File: src/rtl/regbus_pkg.sv
package regbus_pkg;

  typedef enum logic [2:0] {
    ST_IDLE,
    ST_ADDR,
    ST_AGAP,
    ST_DATA,
    ST_DGAP,
    ST_FIN
  } seqState_t;

  // strobes from control to datapath
  typedef struct packed {
    logic loadReq;
    logic driveAddr;
    logic driveHi;
    logic captureLo;
    logic captureHi;
  } dpCtrl_t;

endpackage

File: src/rtl/regbus_dp.sv
module regbus_dp
  import regbus_pkg::*;
#(
  parameter int DATA_W = 16,
  parameter int IDX_W  = 7
) (
  input  logic                  clk,
  input  logic                  rstN,
  input  dpCtrl_t               ctl,
  input  logic                  reqWrite,
  input  logic                  reqWide,
  input  logic [IDX_W-1:0]      reqIdx,
  input  logic [2*DATA_W-1:0]   reqWdata,
  input  logic [DATA_W-1:0]     busDin,
  output logic [DATA_W-1:0]     busDout,
  output logic [2*DATA_W-1:0]   rdData,
  output logic                  wrFlag,
  output logic                  wideFlag
);

  localparam int PAD_W = DATA_W - IDX_W - 1;

  logic [IDX_W-1:0]    idxQ;
  logic [2*DATA_W-1:0] wdataQ;

  always_ff @(posedge clk or negedge rstN) begin
    if (!rstN) begin
      idxQ     <= '0;
      wdataQ   <= '0;
      wrFlag   <= 1'b0;
      wideFlag <= 1'b0;
      rdData   <= '0;
    end else begin
      if (ctl.loadReq) begin
        idxQ     <= reqIdx;
        wdataQ   <= reqWdata;
        wrFlag   <= reqWrite;
        wideFlag <= reqWide;
        rdData   <= '0;
      end
      if (ctl.captureLo) rdData[DATA_W-1:0]        <= busDin;
      if (ctl.captureHi) rdData[2*DATA_W-1:DATA_W] <= busDin;
    end
  end

  always_comb begin
    if (ctl.driveAddr)    busDout = {{PAD_W{1'b0}}, wrFlag, idxQ};
    else if (ctl.driveHi) busDout = wdataQ[2*DATA_W-1:DATA_W];
    else                  busDout = wdataQ[DATA_W-1:0];
  end

  // the address byte is held steady for the whole address phase
  a_r1_addr_stable: assert property (@(posedge clk) disable iff (!rstN)
    (ctl.driveAddr && $past(ctl.driveAddr)) |-> $stable(busDout));

  // data is captured only in a read access
  a_r4_capture_read: assert property (@(posedge clk) disable iff (!rstN)
    (ctl.captureLo || ctl.captureHi) |-> !wrFlag);

endmodule

File: src/rtl/regbus_ctrl.sv
module regbus_ctrl
  import regbus_pkg::*;
#(
  parameter int STROBE_CYC   = 3,
  parameter int ADDR_GAP_CYC = 15,
  parameter int DATA_GAP_CYC = 8
) (
  input  logic    clk,
  input  logic    rstN,
  input  logic    reqValid,
  input  logic    wrFlag,
  input  logic    wideFlag,
  output logic    reqReady,
  output logic    busy,
  output logic    done,
  output dpCtrl_t ctl,
  output logic    busCsN,
  output logic    busSelAddr,
  output logic    busOeN,
  output logic    busWeN,
  output logic    busDoe
);

  localparam int MAX_A = (STROBE_CYC > ADDR_GAP_CYC) ? STROBE_CYC : ADDR_GAP_CYC;
  localparam int MAX_C = (MAX_A > DATA_GAP_CYC) ? MAX_A : DATA_GAP_CYC;
  localparam int CNT_W = $clog2(MAX_C + 1);
  localparam logic [CNT_W-1:0] STB_LOAD  = CNT_W'(STROBE_CYC - 1);
  localparam logic [CNT_W-1:0] AGAP_LOAD = CNT_W'(ADDR_GAP_CYC - 1);
  localparam logic [CNT_W-1:0] DGAP_LOAD = CNT_W'(DATA_GAP_CYC - 1);

  seqState_t        state;
  logic [CNT_W-1:0] cnt;
  logic             half;
  logic             lastCyc;

  assign lastCyc = (cnt == '0);

  always_ff @(posedge clk or negedge rstN) begin
    if (!rstN) begin
      state <= ST_IDLE;
      cnt   <= '0;
      half  <= 1'b0;
    end else begin
      unique case (state)
        ST_IDLE: if (reqValid) begin
          state <= ST_ADDR;
          cnt   <= STB_LOAD;
          half  <= 1'b0;
        end
        ST_ADDR:
          if (lastCyc) begin state <= ST_AGAP; cnt <= AGAP_LOAD; end
          else cnt <= cnt - 1'b1;
        ST_AGAP:
          if (lastCyc) begin state <= ST_DATA; cnt <= STB_LOAD; end
          else cnt <= cnt - 1'b1;
        ST_DATA:
          if (lastCyc) begin
            if (wideFlag && !half) begin state <= ST_DGAP; cnt <= DGAP_LOAD; end
            else state <= ST_FIN;
          end else cnt <= cnt - 1'b1;
        ST_DGAP:
          if (lastCyc) begin state <= ST_DATA; cnt <= STB_LOAD; half <= 1'b1; end
          else cnt <= cnt - 1'b1;
        ST_FIN:  state <= ST_IDLE;
        default: state <= ST_IDLE;
      endcase
    end
  end

  always_comb begin
    busy       = (state != ST_IDLE);
    reqReady   = !busy;
    done       = (state == ST_FIN);
    busCsN     = !(state inside {ST_ADDR, ST_AGAP, ST_DATA, ST_DGAP});
    busSelAddr = (state == ST_ADDR) || (state == ST_AGAP);
    busWeN     = !((state == ST_ADDR) || (state == ST_DATA && wrFlag));
    busOeN     = !(state == ST_DATA && !wrFlag);
    busDoe     = (state == ST_ADDR) || (state == ST_DATA && wrFlag);
    ctl.loadReq   = (state == ST_IDLE) && reqValid;
    ctl.driveAddr = busSelAddr;
    ctl.driveHi   = half;
    ctl.captureLo = (state == ST_DATA) && lastCyc && !wrFlag && !half;
    ctl.captureHi = (state == ST_DATA) && lastCyc && !wrFlag && half;
  end

  // done lasts one cycle and leaves the block idle
  a_r8_done_pulse: assert property (@(posedge clk) disable iff (!rstN)
    done |=> (!done && !busy));

  // read and write strobes never overlap
  a_r7_exclusive: assert property (@(posedge clk) disable iff (!rstN)
    !(!busOeN && !busWeN));

  // a second data half only follows a wide request
  a_r3_half_wide: assert property (@(posedge clk) disable iff (!rstN)
    (half && state == ST_DATA) |-> wideFlag);

endmodule

File: src/rtl/regbus_seq.sv
module regbus_seq
  import regbus_pkg::*;
#(
  parameter int CLK_NS      = 20,
  parameter int ADDR_GAP_NS = 300,
  parameter int DATA_GAP_NS = 150,
  parameter int STROBE_CYC  = 3
) (
  input  logic        clk,
  input  logic        rstN,
  input  logic        reqValid,
  output logic        reqReady,
  input  logic        reqWrite,
  input  logic        reqWide,
  input  logic [6:0]  reqIdx,
  input  logic [31:0] reqWdata,
  output logic        busy,
  output logic        done,
  output logic [31:0] rdData,
  output logic        busCsN,
  output logic        busSelAddr,
  output logic        busOeN,
  output logic        busWeN,
  output logic [15:0] busDout,
  output logic        busDoe,
  input  logic [15:0] busDin
);

  localparam int ADDR_GAP_CYC = (ADDR_GAP_NS + CLK_NS - 1) / CLK_NS;
  localparam int DATA_GAP_CYC = (DATA_GAP_NS + CLK_NS - 1) / CLK_NS;

  dpCtrl_t ctl;
  logic    wrFlag;
  logic    wideFlag;

  regbus_ctrl #(
    .STROBE_CYC  (STROBE_CYC),
    .ADDR_GAP_CYC(ADDR_GAP_CYC),
    .DATA_GAP_CYC(DATA_GAP_CYC)
  ) uCtrl (
    .clk, .rstN, .reqValid, .wrFlag, .wideFlag,
    .reqReady, .busy, .done, .ctl,
    .busCsN, .busSelAddr, .busOeN, .busWeN, .busDoe
  );

  regbus_dp #(.DATA_W(16), .IDX_W(7)) uDp (
    .clk, .rstN, .ctl, .reqWrite, .reqWide, .reqIdx, .reqWdata,
    .busDin, .busDout, .rdData, .wrFlag, .wideFlag
  );

  // gap watcher across the two submodules
  localparam int QUIET_MAX = (ADDR_GAP_CYC > DATA_GAP_CYC) ? ADDR_GAP_CYC : DATA_GAP_CYC;
  localparam int QUIET_W   = $clog2(QUIET_MAX + 2);

  logic               strobeOn;
  logic               prevOn;
  logic               lastWasAddr;
  logic [QUIET_W-1:0] quiet;

  assign strobeOn = !busOeN || !busWeN;

  always_ff @(posedge clk or negedge rstN) begin
    if (!rstN) begin
      prevOn      <= 1'b0;
      lastWasAddr <= 1'b0;
      quiet       <= '0;
    end else begin
      prevOn <= strobeOn;
      if (strobeOn) begin
        quiet       <= '0;
        lastWasAddr <= busSelAddr;
      end else if (quiet != QUIET_W'(QUIET_MAX + 1)) begin
        quiet <= quiet + 1'b1;
      end
    end
  end

  // quiet time after the address strobe
  a_r5_addr_gap: assert property (@(posedge clk) disable iff (!rstN)
    (strobeOn && !prevOn && !busSelAddr && lastWasAddr)
      |-> (quiet >= QUIET_W'(ADDR_GAP_CYC)));

  // quiet time between data strobes
  a_r6_data_gap: assert property (@(posedge clk) disable iff (!rstN)
    (strobeOn && !prevOn && !busSelAddr && !lastWasAddr)
      |-> (quiet >= QUIET_W'(DATA_GAP_CYC)));

  // chip select covers every strobe
  a_r11_cs_cover: assert property (@(posedge clk) disable iff (!rstN)
    strobeOn |-> !busCsN);

  // bus driven exactly while writing
  a_r9_doe_we: assert property (@(posedge clk) disable iff (!rstN)
    busDoe == !busWeN);

  // write data steady during a data write strobe
  a_r2_dout_stable: assert property (@(posedge clk) disable iff (!rstN)
    (!busWeN && $past(!busWeN) && !busSelAddr) |-> $stable(busDout));

endmodule

File: config.mk
export PLATFORM = sky130hd
export DESIGN_NAME = regbus_seq
export DESIGN_NICKNAME = d
export VERILOG_FILES = /design/src/rtl/regbus_pkg.sv /design/src/rtl/regbus_dp.sv /design/src/rtl/regbus_ctrl.sv /design/src/rtl/regbus_seq.sv
export SDC_FILE = /design/constraint.sdc
export NUM_CORES = 1
export LEC_CHECK = 0
export ABC_AREA = 1
export BUFFER_PORTS_ARGS = -buffer_cell sky130_fd_sc_hd__buf_4
export CELL_PAD_IN_SITES_DETAIL_PLACEMENT = 1
export CELL_PAD_IN_SITES_GLOBAL_PLACEMENT = 2
export CORE_MARGIN = 4
export CORE_UTILIZATION = 25
export DETAILED_ROUTE_END_ITERATION = 10
export PLACE_DENSITY = 0.8
export SLEW_MARGIN = 20
export SYNTH_ARGS = -nofsm -noshare
export SYNTH_HDL_FRONTEND = slang
export SYNTH_SLANG_ARGS = --single-unit
File: constraint.sdc
create_clock -name clk -period 2.12 [get_ports clk]
set_input_delay 0.212 -clock clk [delete_from_list [all_inputs] [get_ports clk]]
set_output_delay 0.212 -clock clk [all_outputs]
set_load 0.01 [all_outputs]
# Yosys cells after proc, flatten, opt, wreduce, memory -nomap -nowiden
# Cells that the tools add are included.
totals:
  ram_bits: 0
  latch_bits: 0
  n_memories: 0
  output_inout_bits: 56
  inputBits: 60
  mem_bits_ro: 0
  register_bits: 81
  word_cells: 69
op_classes:
  n_lt_le_gt_ge: 0
  n_bitwise: 0
  eq_ne: 11
  n_reduce_logical: 28
  div_mod_pow: 0
  mux: 20
  shift: 0
  mul: 0
  addsub: 1
ops:
  columns: ["cell", "count"]
  rows:
  - ["16-bit two-way mux", 4]
  - ["32-bit two-way mux", 1]
  - ["4-bit two-way mux", 5]
  - ["4-bit case mux with 4 select lines", 1]
  - ["3-bit two-way mux", 4]
  - ["3-bit case mux with 4 select lines", 1]
  - ["1-bit logical AND", 8]
  - ["2-bit by 1-bit != test with 1-bit output, second input constant", 4]
  - ["4-bit nonzero test", 2]
  - ["3-bit by 2-bit equality test with 1-bit output, second input constant", 2]
  - ["3-bit equality test, second input constant", 2]
  - ["1-bit logical NOT", 6]
  - ["3-bit AND reduction", 2]
  - ["2-bit nonzero test", 3]
  - ["4-bit logical NOT", 1]
  - ["4-bit AND reduction", 1]
  - ["4-bit by 1-bit subtractor with 4-bit output, second input constant", 1]
  - ["3-bit by 1-bit equality test with 1-bit output, second input constant", 1]
  - ["3-bit logical NOT", 1]
  - ["1-bit two-way mux", 3]
  - ["3-bit != test, second input constant", 1]
  - ["3-bit nonzero test", 1]
  - ["1-bit logical OR", 2]
  - ["2-bit != test, second input constant", 1]
  - ["2 further kinds", 2]

# Longest topological paths before layout
# Gate-level depths: netlist of run 1.
depth:
  word_depth: 5
  ltp_mapped: 10
  mapped_depth_nobuf: 9

# Modules after synthesis
# A second synthesis of run 1 with hierarchy kept.
hier_totals:
  cells_unflattened: 456
  area_unflattened_um2: 3821.2
by_module_without_submodules:
  columns: ["mod", "area_each_um2", "cells_each", "n_inst", "seq_area_each_um2"]
  rows:
  - ["regbus_dp", 3200.6, 363, 1, 1826.8]
  - ["regbus_ctrl", 620.6, 93, 1, 200.2]

# Worst setup path before layout of run 1
# Ideal clock, no wire load.
synth_path:
  kind: "register -> output"
  from: "reg uCtrl.half"
  to: "out busDout[7]"
  setup_slack_ns: 0.642
  n_path_buf: 2
  path_stages_with_launch: 6
  t_required_ns: 1.908
  arrival_time_ns: 1.266
  cell_sequence: "dfrtp_1 -> buf_2 -> inv_2 -> buf_1 -> nor2_1 -> o31ai_2"
synth_via:
  elab_chain_len: 2
synth_lines:
  columns: ["item", "line_no", "source"]
  rows:
  - ["start: declaration", "regbus_ctrl.sv:33", "logic half;"]
  - ["start signal: assignment", "regbus_ctrl.sv:42", "half <= 1'b0;"]
  - ["start signal: assignment", "regbus_ctrl.sv:48", "half <= 1'b0;"]
  - ["start signal: assignment", "regbus_ctrl.sv:62", "if (lastCyc) begin state <= ST_DATA; cnt <= STB_LOAD; half <= 1'b1; end"]
  - ["16-bit two-way mux", "regbus_dp.sv:48", "else if (ctl.driveHi) busDout = wdataQ[2*DATA_W-1:DATA_W];"]
  - ["16-bit two-way mux", "regbus_dp.sv:47", "if (ctl.driveAddr) busDout = {{PAD_W{1'b0}}, wrFlag, idxQ};"]
  - ["end: declaration", "regbus_seq.sv:24", "output logic [15:0] busDout,"]
# No other way between the ends.

# Worst setup path after layout of run 1
layout_path:
  from: "reg uCtrl.state[0]"
  to: "out busDout[2]"
layout_via:
  elab_chain_len: 3
  word_cells_on_any_way: 4
  cone_classes: "2 x eq/ne; 1 x mux; 1 x reduce/logical"
layout_lines:
  columns: ["item", "line_no", "source"]
  rows:
  - ["start: declaration", "regbus_ctrl.sv:31", "seqState_t state;"]
  - ["start signal: assignment", "regbus_ctrl.sv:40", "state <= ST_IDLE;"]
  - ["start signal: assignment", "regbus_ctrl.sv:46", "state <= ST_ADDR;"]
  - ["start signal: assignment", "regbus_ctrl.sv:51", "if (lastCyc) begin state <= ST_AGAP; cnt <= AGAP_LOAD; end"]
  - ["3-bit by 1-bit equality test with 1-bit output or 3-bit by 2-bit equality test with 1-bit output (tied branches)", "regbus_ctrl.sv:75", "busSelAddr = (state == ST_ADDR) || (state == ST_AGAP);"]
  - ["1-bit logical OR *", "regbus_ctrl.sv:75", null]
  - ["16-bit two-way mux *", "regbus_dp.sv:47", null]
# Mark *: on every way between the ends. The rest lies on a longest branch, timed or not.

==> summary.md, run 1 <==
| Metric | Value |
|---|---|
| Synth area leader | `dfrtp_1` |
| Die area | `17200 µm²` |
| Routed Antenna Nets | `0` |
| Slew headroom | `61.6%` |
| Worst Setup Path Type | `reg -> out` |
| Post-Place Cell Area | `4810 µm²` |
| Post-Place Worst Slack | `354 ps` |
| Count leader, synth | `nand2_1` |
| CTS max path bufs | `2` |
| Total Wirelength | `11300 µm` |
| Post-synthesis compound-gate area fraction | `10.8%` |
| Area share of the largest cell type after synthesis | `53.5%` |
| CTS Sinks | `81` |
| First-pass GRT wire length | `18900 µm` |
| Worst-path clk slew | `70 ps` |
| Syn avg cell area | `8.46 µm²` |
| CP Capture Type | `primary output` |
| First DRT Iteration DRCs | `171` |
| CP arrival | `1810 ps` |
| Met1 usage in global routing | `17.5%` |
| Number of diodes | `0` |
| Die H | `131 µm` |
| Vias | `3337` |
| Post-Route Utilization | `35.1%` |
| Slew of the pin with the lowest slew margin | `575 ps` |
| Worst-path maximum fanout | `7` |
| Critical Path Start Type | `flip-flop` |
| Synth Area in Adders | `0.660%` |
| Input/output buffers | `115` |
| Run status | `finished clean` |
| Largest net degree at the start of global routing | `44` |
| Sequential fraction of the synthesis area | `53.5%` |
| CTS tree | `built` |
| Setup violators final | `0` |
| Lkg Pwr | `2.75 nW` |
| Min cycle time layout | `2020 ps` |
| Io pins | `116` |
| Required time of the worst setup path | `1910 ps` |
| Number of global-route vias before repair | `3622` |
| Synth top area cells | `dfrtp_1 (53%), nand2_1 (17%), nand3_1 (5.2%), o21ai_2 (4.4%), inv_1 (3.1%)` |
| Pwr per Cell Area | `1430 nW/µm²` |
| Layout cells sized above 1 | `31.5%` |
| Met3 Use GR | `3.63%` |
| Post-synth EDFFs | `0` |
| DP Wirelength | `8050 µm` |
| Final worst path period share | `95.3%` |
| Hold Slack | `63.4 ps` |
| Hold crit path type | `in -> reg` |
| Drt wl/cell | `15.0 µm` |
| Die Wd | `131 µm` |
| Fin Clk Skew | `6.61 ps` |
| Simple-gate area share of the yosys netlist | `27.0%` |
| All-Layer GR Usage | `13.5%` |
| Cts bufs inserted | `9` |
| Vias per Instance | `4.43` |
| Area grow syn2layout | `36.2%` |
| Mux cell area share after synthesis | `0%` |
| Fill count | `1755` |
| Worst-Skew Late Latency | `350 ps` |
| Netlist cell types | `26` |
| Seq cells post-synth | `81` |
| Nets | `626` |
| Main combinational cell family by area after synthesis | `simple AND/OR/NAND/NOR gates` |
| Syn_nets | `510` |
| Post-synth ARST share | `100%` |
| Final GP Congestion | `0.766` |
| Core area | `14700 µm²` |
| Final Cell Area | `5160 µm²` |
| Worst setup margin | `100 ps` |
| Peak supply drop | `0.461 mV` |
| GR Util met2 | `21.8%` |
| Post-Syn Instances | `448` |
| Total iterations of the first detailed-routing run | `4` |
| Synth top cells by count | `nand2_1 (176), dfrtp_1 (81), nand3_1 (39)` |
| Max-Cap Viols | `0` |
| Starting density of the core | `25.8%` |
| Post-synth top flop | `dfrtp_1` |
| CTS Root Cell | `clkbuf_16` |
| Xor/xnor share of the synthesized area | `0.231%` |
| DRC Markers | `0` |
| Initial antenna violation count | `1` |
| Tot Pwr | `7.36 mW` |
| Row cnt | `44` |
| GRT overflow | `0` |
| H-tree Lvls | `3` |
| Hold Vio Cnt, Final | `0` |
| Total number of yosys warnings | `0` |
| Layer with the highest usage | `met2` |
| Netlist Area Pre-Place | `3790 µm²` |
| Max Slew Vio Count | `0` |
| Max Freq | `495 MHz` |
==> routing by layer <==
metal	share of wire [%]	routed length, µm
met3	4.3	491
met2	48	5410
met4	2.0	232
met1	46	5180
met5	0.18	20
==> through the flow <==
step           TNS, ps  std cells
2_1_floorplan        0        448
3_3_place_gp         0        733
3_5_place_dp         0        733
4_1_cts              0        750
5_1_grt          -10.4        753
6_report             0        753
==> worst max-delay path: stages, from the launching register on <==
cell and delay [ps]:
dfrtp_1 460, inv_1 120, nand3_1 170, nand2_4 100, buf_4 160, o31ai_1 270, buf_4 180
==> power by group <==
part | internal, mW | switching (mW)
sequential | 2.13 | 0.366
combinational | 1.38 | 1.85
clock | 0.958 | 0.682
==> layout by cell type, fill, tap and decap left out, drive strengths merged <==
cell type | netlist | layout
a21oi | 9 | 9
o31ai | 8 | 8
nor2 | 23 | 23
ha | 2 | 2
clkinv | 0 | 2
xnor2 | 1 | 1
dlygate4sd3 | 0 | 1
bufinv | 0 | 1
dfrtp | 81 | 81
nand4 | 1 | 1
buf | 21 | 126
nand2 | 178 | 178
clkinvlp | 0 | 1
inv | 36 | 38
o21ai | 42 | 42
o22ai | 1 | 1
nor3 | 1 | 1
nand3 | 43 | 43
clkbuf | 1 | 10
==> state kept, by name, summed over array words and instances (netlist names) <==
signal,count
uCtrl.cnt,4
uDp.wdataQ,32
uDp.idxQ,7
uCtrl.half,1
uDp.wideFlag,1
uDp.rdData,32
uDp.wrFlag,1
uCtrl.state,3
==> layout make-up <==
class / instances / area, µm² / area share, %
tap: 184 / 230 / 4.46
multi-input combinational: 309 / 1470 / 28.5
clock buffer: 10 / 239 / 4.63
sequential: 81 / 2030 / 39.3
clock inverter: 6 / 72.6 / 1.41
timing repair buffer: 127 / 985 / 19.1
inverter: 36 / 135 / 2.62
==> cells by family after synthesis <==
group	count (synthesis)
simple gates	246
flops	81
buf+inv	58
xor+xnor	1
compound gates	60
fa+ha+maj	2
==> final timing paths <==
| path | end | slack, ps | start | cells past startpoint |
|---|---|---|---|---|
| worst max-delay path | busDout[2] | 100 | uCtrl.state[0] | 6 |
| worst min-delay path | uDp.wdataQ[8] | 60 | reqWdata[8] | 3 |
| worst max register to register | uDp.rdData[12] | 350 | uCtrl.cnt[0] | 8 |
| worst min register to register | uDp.wdataQ[20] | 470 | uDp.wdataQ[20] | 2 |
| max in group asynchronous | uDp.wdataQ[11] | 1100 | rstN | 3 |
| min in group asynchronous | uDp.rdData[26] | 370 | rstN | 2 |
==> repair_timing <==
| action | CTS | global route |
|---|---|---|
| setup endpoints to repair | 0 | 12 |
| resized for setup | 0 | 3 |
| hold buffers | 1 | 0 |
| setup buffers | 0 | 3 |
| hold endpoints to repair | 31 | 0 |
No activity file was read; power rests on OpenSTA's default activity.
==> run 2, diff against run 1 <==
==> constraint.sdc (replaced) <==
create_clock -name clk -period 2.12 [get_ports clk]
set_input_delay 0.318 -clock clk [delete_from_list [all_inputs] [get_ports clk]]
set_output_delay 0.318 -clock clk [all_outputs]
set_load 0.01 [all_outputs]
==> run 2 against run 1 <==
  * Critical path depth up 1
  * Clock skew down 1.3 ps
  * Largest power group unchanged
  * Critical path type unchanged
  * Global-route usage about the same
==> summary.md, run 2 (synthesis results as in run 1) <==
| Metric | Value |
|---|---|
| Run status | `finished clean` |
| Part of the power in registers | `33.9%` |
| Multi-input combinational cell area | `1490 µm²` |
| H-tree Lvls | `3` |
| Fill count | `1741` |
| Slowest cell on crit path | `dfrtp_2` |
| Routed length on met3 | `456 µm` |
| Final Cell Area | `5170 µm²` |
| Slew headroom | `61.5%` |
| Worst setup margin | `117 ps` |
| Lkg Pwr | `2.74 nW` |
| Starting density of the core | `25.8%` |
| Worst-path clk slew | `60 ps` |
| DRC Markers | `0` |
| Reg area | `2030 µm²` |
| CP max stage delay | `450 ps` |
| Number of global-route vias before repair | `3690` |
| Vias | `3343` |
| Nets | `626` |
| Peak supply drop | `0.476 mV` |
| Critical Path Most Common Cell | `buf_4` |
| Die H | `131 µm` |
| Hold Crit Depth | `3` |
| Clk pwr share | `21.7%` |
| Final worst path period share | `94.5%` |
| First-pass GRT wire length | `19100 µm` |
| CP Capture Type | `primary output` |
| Tot Pwr | `7.38 mW` |
| Fin Clk Skew | `5.31 ps` |
| CP bufs+invs | `3` |
| Die Wd | `131 µm` |
| Vias per Instance | `4.44` |
| Drt wl/cell | `15.1 µm` |
| Cts bufs inserted | `9` |
| Hold crit path type | `in -> reg` |
| Required time of the worst setup path | `1800 ps` |
| CTS Root Cell | `clkbuf_16` |
| RR Startpoint | `uCtrl.state[0]` |
| CP arrival | `1690 ps` |
| R2R Path End | `uDp.rdData[15]` |
| Reg2reg setup slack | `410 ps` |
| Worst path cell trace | `inv_4, nand3_2, nand2_4, buf_4, nand2_1, o31ai_1, buf_4` |
| Total Wirelength | `11400 µm` |
| Max Freq | `499 MHz` |
| Sw frac | `39.4%` |
| Critical hold path startpoint | `reqWdata[11]` |
| Total iterations of the first detailed-routing run | `4` |
| RSZ-0062 raised after global routing | `true` |
| Worst-path maximum fanout | `10` |
| Input/output buffers | `115` |
| Worst-Skew Late Latency | `340 ps` |
| Core area | `14700 µm²` |
| Pwr per Cell Area | `1430 nW/µm²` |
| Pint | `4.47 mW` |
| Hold Slack | `179 ps` |
| Die area | `17200 µm²` |
| Top routing layer in use | `met4` |
| Non-filler cells, final | `753` |
| First DRT Iteration DRCs | `167` |
| Commonest cells after routing, fill and taps aside | `nand2_1 (176), buf_4 (124), dfrtp_1 (78)` |
| Met1 Wirelength | `5210 µm` |
| CTS tree | `built` |
| DP Wirelength | `7990 µm` |
| Switching pwr | `2.91 mW` |
| Layout cells sized above 1 | `32.5%` |
| Number of diodes | `0` |
| Final GP Congestion | `0.760` |
| Critical path's top delay family | `buffers and inverters` |
| Setup violators final | `0` |
| Setup TNS | `0 ps` |
| Row cnt | `44` |
| Min cycle time layout | `2000 ps` |
| Cell count after placement | `734` |
| GRT overflow | `0` |
| CTS max path bufs | `2` |
| Largest net degree at the start of global routing | `46` |
| Max Slew Vio Count | `0` |
| Met2 wire len | `5500 µm` |
| Commonest non-fill, non-tap cell in the layout | `nand2_1` |
| Area grow syn2layout | `36.4%` |
| Post-Place Worst Slack | `323 ps` |
| Critical Path Start Type | `flip-flop` |
| Worst r2r path cells | `7` |
| Worst Hold End | `uDp.wdataQ[11]` |
| Max-Cap Viols | `0` |
| Io pins | `116` |
| Gate power share | `44.4%` |
| Top Registers | `uDp.rdData x32, uDp.wdataQ x32, uDp.idxQ x7` |
| All-Layer GR Usage | `13.5%` |
| Hold Vio Cnt, Final | `0` |
| Post-Route Utilization | `35.2%` |
| CTS Sinks | `81` |
| Routed Antenna Nets | `0` |
| Worst Setup Path Type | `reg -> out` |
| Slew of the pin with the lowest slew margin | `576 ps` |
| Initial antenna violation count | `0` |
| Post-Place Cell Area | `4810 µm²` |
[run 2: changes by cell type in the layout (fill, tap and decap cells not counted), sizes merged]
| cell | previous run | this run |
|---|---|---|
| inv | 38 | 36 |
| clkinv | 2 | 3 |
| clkinvlp | 1 | 2 |
[run 2: layer usage]
layer  vias up  GRT usage, %
li1       1655             -
met1      1612          17.4
met3        13          3.48
met5         -             0
met2        63          21.9
met4         0          5.19
[run 2: power by group through the flow]
stage	Clock (mW)	Sequential, mW	Combinational [mW]
floorplan	0	2.49	1.85
global placement	0	2.48	3.18
detailed placement	0	2.51	3.27
CTS	1.66	2.50	3.29
global route	1.74	2.58	3.71
finish	1.60	2.50	3.28
[run 2: timing repair]
action,CTS,global route
resized for setup,4,5
setup endpoints to repair,6,9
pin swaps,0,1
setup buffers,0,2
hold buffers,1,0
hold endpoints to repair,36,0
[run 2: how the worst max path moves through the flow]
stage | startpoint | to | slack [ps] | cells after the start
after floorplan | uCtrl.half | busDout[7] | 540 | 5
after global placement | uCtrl.state[1] | busDout[4] | 400 | 6
after detailed placement | uCtrl.state[1] | busDout[4] | 320 | 6
after CTS | uCtrl.state[2] | busDout[4] | 20 | 7
after global routing | uCtrl.state[2] | busDout[6] | -9 | 7
final | uCtrl.state[2] | busDout[4] | 120 | 7
[run 2: area by class of cell]
cell class	count	share of cell area, %
multi-input combinational	309	28.7
inverter	36	2.66
tap	184	4.45
sequential	81	39.3
clock buffer	10	4.62
clock inverter	6	1.31
timing repair buffer	127	19.0
[run 2: worst reg2reg max path, cell delays in order, from the launching register on]
cell     delay [ps]
dfrtp_2         450
nor2_2          190
nand2_2         110
nor2_4          100
inv_2           230
buf_12          280
nand3_1         170
o21ai_2          60
==> run 3, diff against run 2 <==
REMOVE_ABC_BUFFERS = 1   (was unset)
clock period = 2.5 ns   (was 2.12 ns; I/O delays follow)
==> run 3 against run 2 <==
  * Global-route usage down 0.49 points
  * Sequential power down 16%
  * Critical path depth down 2
  * Routed wire length down 3.1%
  * Cell area down 1.8%
  * Worst setup slack better by 190 ps
  * Cell count down 0.93%
  * Die area unchanged
  * Non-clock buffer count down 6
  * Register-to-register slack better by 90 ps
  * Hold slack worse by 140 ps
  * Sequential share of layout area up 0.63 points
  * Critical endpoint is now busDout[1]
  * Highest routed layer unchanged
==> summary.md, run 3 (synthesis results as in run 1) <==
| Metric | Value |
|---|---|
| CTS tree | `built` |
| Final GP Congestion | `0.775` |
| Post-Place Worst Slack | `439 ps` |
| Largest net degree at the start of global routing | `44` |
| RSZ-0062 raised after global routing | `false` |
| Routed Antenna Nets | `0` |
| Worst-Skew Late Latency | `330 ps` |
| Lkg Pwr | `2.71 nW` |
| CP Capture Type | `primary output` |
| Top Registers | `uDp.rdData x32, uDp.wdataQ x32, uDp.idxQ x7` |
| Initial antenna violation count | `0` |
| GRT overflow | `0` |
| Max-Cap Viols | `0` |
| Worst-path maximum fanout | `26` |
| Setup violators final | `0` |
| Die area | `17200 µm²` |
| Hold Vio Cnt, Final | `0` |
| All-Layer GR Usage | `13.0%` |
| Setup TNS | `0 ps` |
| Commonest cells after routing, fill and taps aside | `nand2_1 (176), buf_4 (120), dfrtp_1 (81)` |
| CTS Sinks | `81` |
| Io pins | `116` |
| First DRT Iteration DRCs | `176` |
| DRC Markers | `0` |
| Pwr per Cell Area | `1200 nW/µm²` |
| DP Wirelength | `7800 µm` |
| Tot Pwr | `6.08 mW` |
| Hold crit path type | `in -> async` |
| Input/output buffers | `115` |
| Fin Clk Skew | `5.87 ps` |
| Max Slew Vio Count | `0` |
| CTS max path bufs | `2` |
| Vias | `3315` |
| Commonest non-fill, non-tap cell in the layout | `nand2_1` |
| Number of diodes | `0` |
| CP arrival | `1820 ps` |
| Run status | `finished clean` |
| Worst Setup Path Type | `reg -> out` |
| Total iterations of the first detailed-routing run | `4` |
| Required time of the worst setup path | `2120 ps` |
| Final worst path period share | `87.7%` |
| Vias per Instance | `4.44` |
| Starting density of the core | `25.8%` |
| Core area | `14700 µm²` |
| Total Wirelength | `11000 µm` |
| Post-CTS Setup Bufs | `0` |
| CTS Root Cell | `clkbuf_16` |
| Worst setup margin | `308 ps` |
| Area grow syn2layout | `34.0%` |
| Worst-path clk slew | `60 ps` |
| Die Wd | `131 µm` |
| Max Freq | `456 MHz` |
| Number of global-route vias before repair | `3677` |
| First-pass GRT wire length | `18400 µm` |
| Cell count after placement | `731` |
| Peak supply drop | `0.331 mV` |
| Critical Path Start Type | `flip-flop` |
| Hold Slack | `38.8 ps` |
| Layout cells sized above 1 | `30.4%` |
| Cts bufs inserted | `9` |
| Nets | `620` |
| H-tree Lvls | `3` |
| Drt wl/cell | `14.8 µm` |
| Non-filler cells, final | `746` |
| Row cnt | `44` |
| Slew of the pin with the lowest slew margin | `580 ps` |
| Min cycle time layout | `2190 ps` |
| Slew headroom | `61.3%` |
| Die H | `131 µm` |
==> run 3: cell types whose count changed in the layout (fill, tap and decap cells not counted), moves of 2 or more <==
cell | previous run | this run
buf_4 | 124 | 120
clkinvlp_4 | 2 | 0
dfrtp_1 | 78 | 81
dfrtp_2 | 3 | 0
nand3_1 | 37 | 39
nand3_2 | 6 | 4
clkinv_4 | 2 | 0
==> run 3: worst paths after layout <==
| kind | start | endpoint | slack, ps | depth (start not counted) |
|---|---|---|---|---|
| max | uCtrl.state[1] | busDout[1] | 310 | 5 |
| min | rstN | uDp.wdataQ[6] | 40 | 1 |
| max reg2reg | uCtrl.state[1] | uDp.rdData[6] | 500 | 7 |
| min reg2reg | uDp.wdataQ[19] | uDp.wdataQ[19] | 470 | 2 |
| max in group asynchronous | rstN | uDp.wdataQ[30] | 1840 | 2 |
| min in group clk | reqIdx[2] | uDp.idxQ[2] | 240 | 3 |
==> run 3: area by class of cell <==
| class | instances | area, µm² |
|---|---|---|
| inverters | 36 | 135 |
| clock buffers | 12 | 256 |
| fillers | 1731 | 9620 |
| repair buffers | 121 | 921 |
| multi-input cells | 309 | 1470 |
| clock inverters | 3 | 40.0 |
| well taps | 184 | 230 |
| flip-flops and latches | 81 | 2030 |
==> run 3: repair_timing <==
action | CTS | global route
hold buffers | 0 | 0
gates resized for setup | 0 | 1
endpoints found under the setup margin | 0 | 10
==> run 3: worst max-delay path: stages (launching register included) <==
cell	delay, ps
dfrtp_1	490
inv_1	90
nand3_1	180
nand2_4	240
o31ai_1	300
buf_4	170
==> run 3: metrics by stage <==
| step | util, % | area (µm²) |
|---|---|---|
| 6_report | 34.6 | 5080 |
| 5_1_grt | 34.6 | 5080 |
| 4_1_cts | 34.5 | 5070 |
| 3_5_place_dp | 32.5 | 4780 |
| 3_3_place_gp | 32.5 | 4780 |
| 2_1_floorplan | - | 3630 |
==> run 3: power by group <==
part	internal, mW	switching, mW
logic	1.08	1.55
clock network	0.820	0.513
registers	1.80	0.303
==> run 3: layer usage <==
metal  share of wire [%]  GRT usage [%]
met3                 3.5           3.29
met1                  46           15.8
met2                  50           23.1
met5                   0              0
met4                0.64           3.38
